File: config.mk
export PLATFORM = sky130hd
export DESIGN_NAME = bus_free_detect
export DESIGN_NICKNAME = d
export VERILOG_FILES = /design/src/rtl/bus_free_detect.sv
export SDC_FILE = /design/constraint.sdc
export NUM_CORES = 1
export LEC_CHECK = 0
export CORE_AREA = 2 2 39 41
export CTS_CLUSTER_DIAMETER = 60
export DETAILED_ROUTE_END_ITERATION = 6
export DIE_AREA = 0 0 41 43
export GPL_TIMING_DRIVEN = 0
export SLEW_MARGIN = 20
export SYNTH_ARGS = -nofsm -noshare
export SYNTH_HDL_FRONTEND = slang
export SYNTH_SLANG_ARGS = --single-unit
File: constraint.sdc
create_clock -name clk -period 2.1 [get_ports clk]
set_input_delay 0.315 -clock clk [delete_from_list [all_inputs] [get_ports clk]]
set_output_delay 0.315 -clock clk [all_outputs]
set_load 0.01 [all_outputs]
File: src/rtl/bus_free_detect.sv
module bus_free_detect #(
  parameter int FREE_TICKS = 10
) (
  input  logic       clk,
  input  logic       rst_n,
  input  logic       scl_in,
  input  logic       sda_in,
  input  logic       free_en,
  input  logic [1:0] tick_sel,
  input  logic       tick_tmr_a,
  input  logic       tick_tmr_b,
  input  logic       tick_tmr_c_hi,
  input  logic       tick_tmr_c_lo,
  input  logic       start_req,
  output logic       bus_free,
  output logic       start_go
);

  localparam int LIMIT = FREE_TICKS + 1;
  localparam int CW = $clog2(LIMIT + 1);
  localparam logic [CW-1:0] LIM = CW'(LIMIT);

  logic [CW-1:0] cnt_q;
  logic          pend_q;
  logic [3:0]    ticks;
  logic          tick;
  logic          idle;

  assign ticks = {tick_tmr_c_lo, tick_tmr_c_hi, tick_tmr_b, tick_tmr_a};
  assign tick  = ticks[tick_sel];
  assign idle  = scl_in & sda_in & free_en;

  assign bus_free = idle & (cnt_q == LIM);
  assign start_go = bus_free & pend_q;

  always_ff @(posedge clk or negedge rst_n) begin
    if (!rst_n)
      cnt_q <= '0;
    else if (!idle)
      cnt_q <= '0;
    else if (tick && cnt_q != LIM)
      cnt_q <= cnt_q + 1'b1;
  end

  always_ff @(posedge clk or negedge rst_n) begin
    if (!rst_n)
      pend_q <= 1'b0;
    else if (start_go)
      pend_q <= 1'b0;
    else if (start_req)
      pend_q <= 1'b1;
  end

  a_r1_free_after_tick: assert property (@(posedge clk) disable iff (!rst_n)
    $rose(bus_free) |-> $past(tick));

  a_r2_disabled_not_free: assert property (@(posedge clk) disable iff (!rst_n)
    !free_en |-> !bus_free);

  a_r6_low_clears_count: assert property (@(posedge clk) disable iff (!rst_n)
    !(scl_in && sda_in) |=> cnt_q == '0);

  a_r7_count_bounded: assert property (@(posedge clk) disable iff (!rst_n)
    cnt_q <= LIM);

  a_r9_single_pulse: assert property (@(posedge clk) disable iff (!rst_n)
    start_go |=> !start_go && !pend_q);

endmodule

==> results_dict.tcl <==
set metrics [dict create \
    grt_start_max_net_pins 9 \
    final_nets 62 \
    p_int_w 0.000193 \
    swShare_pct 21.4 \
    r2r_setup_slack_ps 890 \
    layout.cells.non_filler 64 \
    worstSetupEndpoint "bus_free" \
    max_freq_mhz 515 \
    grt_overflow 0 \
    final_util_pct 35.4 \
    cp_common_cell "clkdlybuf4s50_1" \
    crit_required_ps 1780 \
    leakagePower_nw 0.208 \
    postSynthAreaPerCell_sq_um 9.84 \
    fin_ws_ps 160 \
    avgViaCountPerCell 4.39 \
    wire_per_inst_um 9.94 \
    die_area_sq_um 1760 \
    clock_power_share_pct 45.6 \
    antenna_found_initial 0 \
    ys_seq_area_share_pct 43.9 \
    drt-total-wl_um 636 \
    seqPwrFrac_pct 40.1 \
    post-route-period-util_pct 92.4 \
    hold_violations 0 \
    grt_pass1_wl_mm 1.13 \
    die_y_um 43 \
    core_area_sq_um 1380 \
    power_w 0.000245 \
    crit_path_end_kind "output port" \
    hold_path_class "input pin to asynchronous set/reset pin" \
    cts_tree "yes" \
    start_util_pct 20.6 \
    cp.arrival_ps 1630 \
    port_buffers 13 \
    syn_nets 42 \
    cp_cell_sequence "clkdlybuf4s50_1, nand3_2, nor2_2, clkdlybuf4s50_1" \
    gp_congestion 0.679 \
    ant_nets 0 \
    clk_pin_slew_worst_paths_ps 50 \
    synth_seq_cells 5 \
    syn2layout_area_growth_pct 71.5 \
    htree_levels 1 \
    slew-limit-headroom_pct 82.6 \
    dieWidth_um 41 \
    dr.pass1.iters 4 \
    skew_ps 6.92 \
    p_comb_share_pct 14.3 \
    crit_path_max_fanout 5 \
    grtUsageTotal_pct 9.81 \
    via_count 281 \
    place_inst 58 \
    rows 14 \
    clockRootBuffer "clkbuf_4" \
    drt_iter0_markers 17 \
    cts_buffers 3 \
    finalSetupViolCount 0 \
    drive_gt1_share_pct 20.8 \
    drv_slew 0 \
    yosysWarnings 0 \
    worstRegToRegCells 5 \
    pre_cts_slack_ps -56.4 \
    switchingPower_w 0.0000523 \
    ir_drop_mv 0.260 \
    rr_endpoint "cnt_q[1]$_DFFE_PN0P_" \
    ios 14 \
    clockBufferDepth 2 \
    syn_area_sq_um 285 \
    status "finished clean" \
    drc_errors 0 \
    r2r_start "cnt_q[1]$_DFFE_PN0P_" \
    num_antenna_cells 0 \
    layout_min_cycle_time_ps 1940 \
    worstSetupStartpointType "input pin" \
    grt_pass1_vias 296 \
    clkLatencyLatePin_ps 240 \
    max_stage_delay_ps 550 \
    crit_path_start "free_en" \
    synth_cell_type_count 13 \
    slowest_stage "clkdlybuf4s50_1" \
    netlist_instances 29 \
    critPathKind "input pin to output port" \
    powerDensity_nw_per_um2 500 \
    cts.sinks 5 \
    tns_ps 0 \
    worst_pin_slew_ps 260 \
    rsz0062_at_grt "no" \
    cap_violations 0 \
    nFillCells 139 \
]
==> critical path, delay by kind of cell <==
| kind | cells | cell delay [ps] |
|---|---|---|
| buffers and inverters | 2 | 1020 |
| AND/OR/NAND/NOR | 2 | 290 |
==> metal layers <==
| layer | up-vias | track usage (%) | share of wire, % |
|---|---|---|---|
| li1 | 145 | - | - |
| met1 | 129 | 11.8 | 41 |
| met2 | 7 | 13.4 | 56 |
| met3 | 0 | 3.14 | 3.8 |
| met4 | 0 | 8.00 | 0 |
| met5 | - | 0 | 0 |
==> cell families (layout without fill, tap and decap cells) <==
logic type               count (synthesis)  count (layout)  synth area share, %
AO/OA/AOI/OAI                            9               9                 21.5
adder cells (fa/ha/maj)                  1               1                 4.39
buffers and inverters                    2              21                 2.63
flip-flops                               5               5                 43.9
multiplexers                             1               1                 7.89
AND/OR/NAND/NOR                         11              11                 19.7
==> cells in the final DEF, fill, tap and decap left out <==
cell type,synthesis,routed
and3_1,1,1
clkbuf_1,0,1
mux4_2,1,1
a21o_1,1,1
a21o_2,1,1
and2_1,1,1
dlymetal6s2s_1,0,1
a21bo_1,2,2
nand3b_1,1,1
a21oi_1,5,5
clkdlybuf4s50_1,0,12
nor2_1,3,2
nand3_2,0,1
inv_1,2,2
buf_4,0,2
nand3_1,5,4
clkbuf_4,0,3
ha_2,0,1
nor2_2,0,1
dfrtp_1,5,5
==> flip-flops by register name, summed over array words and instances, names as in the netlist <==
register  cells
pend_q        1
cnt_q         4
==> final cells by class <==
| type | count | area [sq um] | area share (%) |
|---|---|---|---|
| clock buffer | 4 | 26.3 | 5.37 |
| inverter | 2 | 7.51 | 1.53 |
| multi-input combinational | 22 | 163 | 33.2 |
| sequential | 5 | 125 | 25.6 |
| tap | 16 | 20.0 | 4.09 |
| timing repair buffer | 15 | 148 | 30.2 |
==> metrics by stage <==
step                      instance area (sq um)  hold slack (ps)
after global placement                      435              456
final                                       489              305
after global routing                        489              320
after CTS                                   484              307
after detailed placement                    435              467
after floorplan                             285             19.4
==> worst min-delay path by stage <==
stage	endpoint	slack [ps]	cells past startpoint
after CTS	cnt_q[1]$_DFFE_PN0P_	310	1
after floorplan	cnt_q[0]$_DFFE_PN0P_	20	0
after global routing	cnt_q[0]$_DFFE_PN0P_	320	1
after detailed placement	pend_q$_DFFE_PN0P_	470	1
after global placement	pend_q$_DFFE_PN0P_	460	1
final	cnt_q[0]$_DFFE_PN0P_	310	1
==> power by group through the flow <==
stage               Sequential (W)  Combinational [W]  Clock (W)
finish                   0.0000980          0.0000350   0.000112
global route             0.0000979          0.0000383   0.000123
CTS                      0.0000980          0.0000352   0.000117
detailed placement       0.0000994          0.0000343          0
global placement         0.0000994          0.0000337          0
floorplan                0.0000993          0.0000101          0
==> cells in the mapped netlist <==
cell type | count | area (sq um)
nor2_1 | 3 | 11.3
nand3_1 | 5 | 25.0
and2_1 | 1 | 6.26
a21oi_1 | 5 | 25.0
ha_1 | 1 | 12.5
mux4_2 | 1 | 22.5
a21o_2 | 1 | 8.76
inv_1 | 2 | 7.51
and3_1 | 1 | 6.26
nand3b_1 | 1 | 7.51
a21o_1 | 1 | 7.51
dfrtp_1 | 5 | 125
a21bo_1 | 2 | 20.0
==> repair_timing <==
action	in CTS	in global routing
gates cloned	0	0
gates resized for setup	2	2
pin swaps	2	1
hold buffers	0	0
buffers inserted	2	0
endpoints found under the setup margin	1	1
Power figures use the tool's default switching activity.
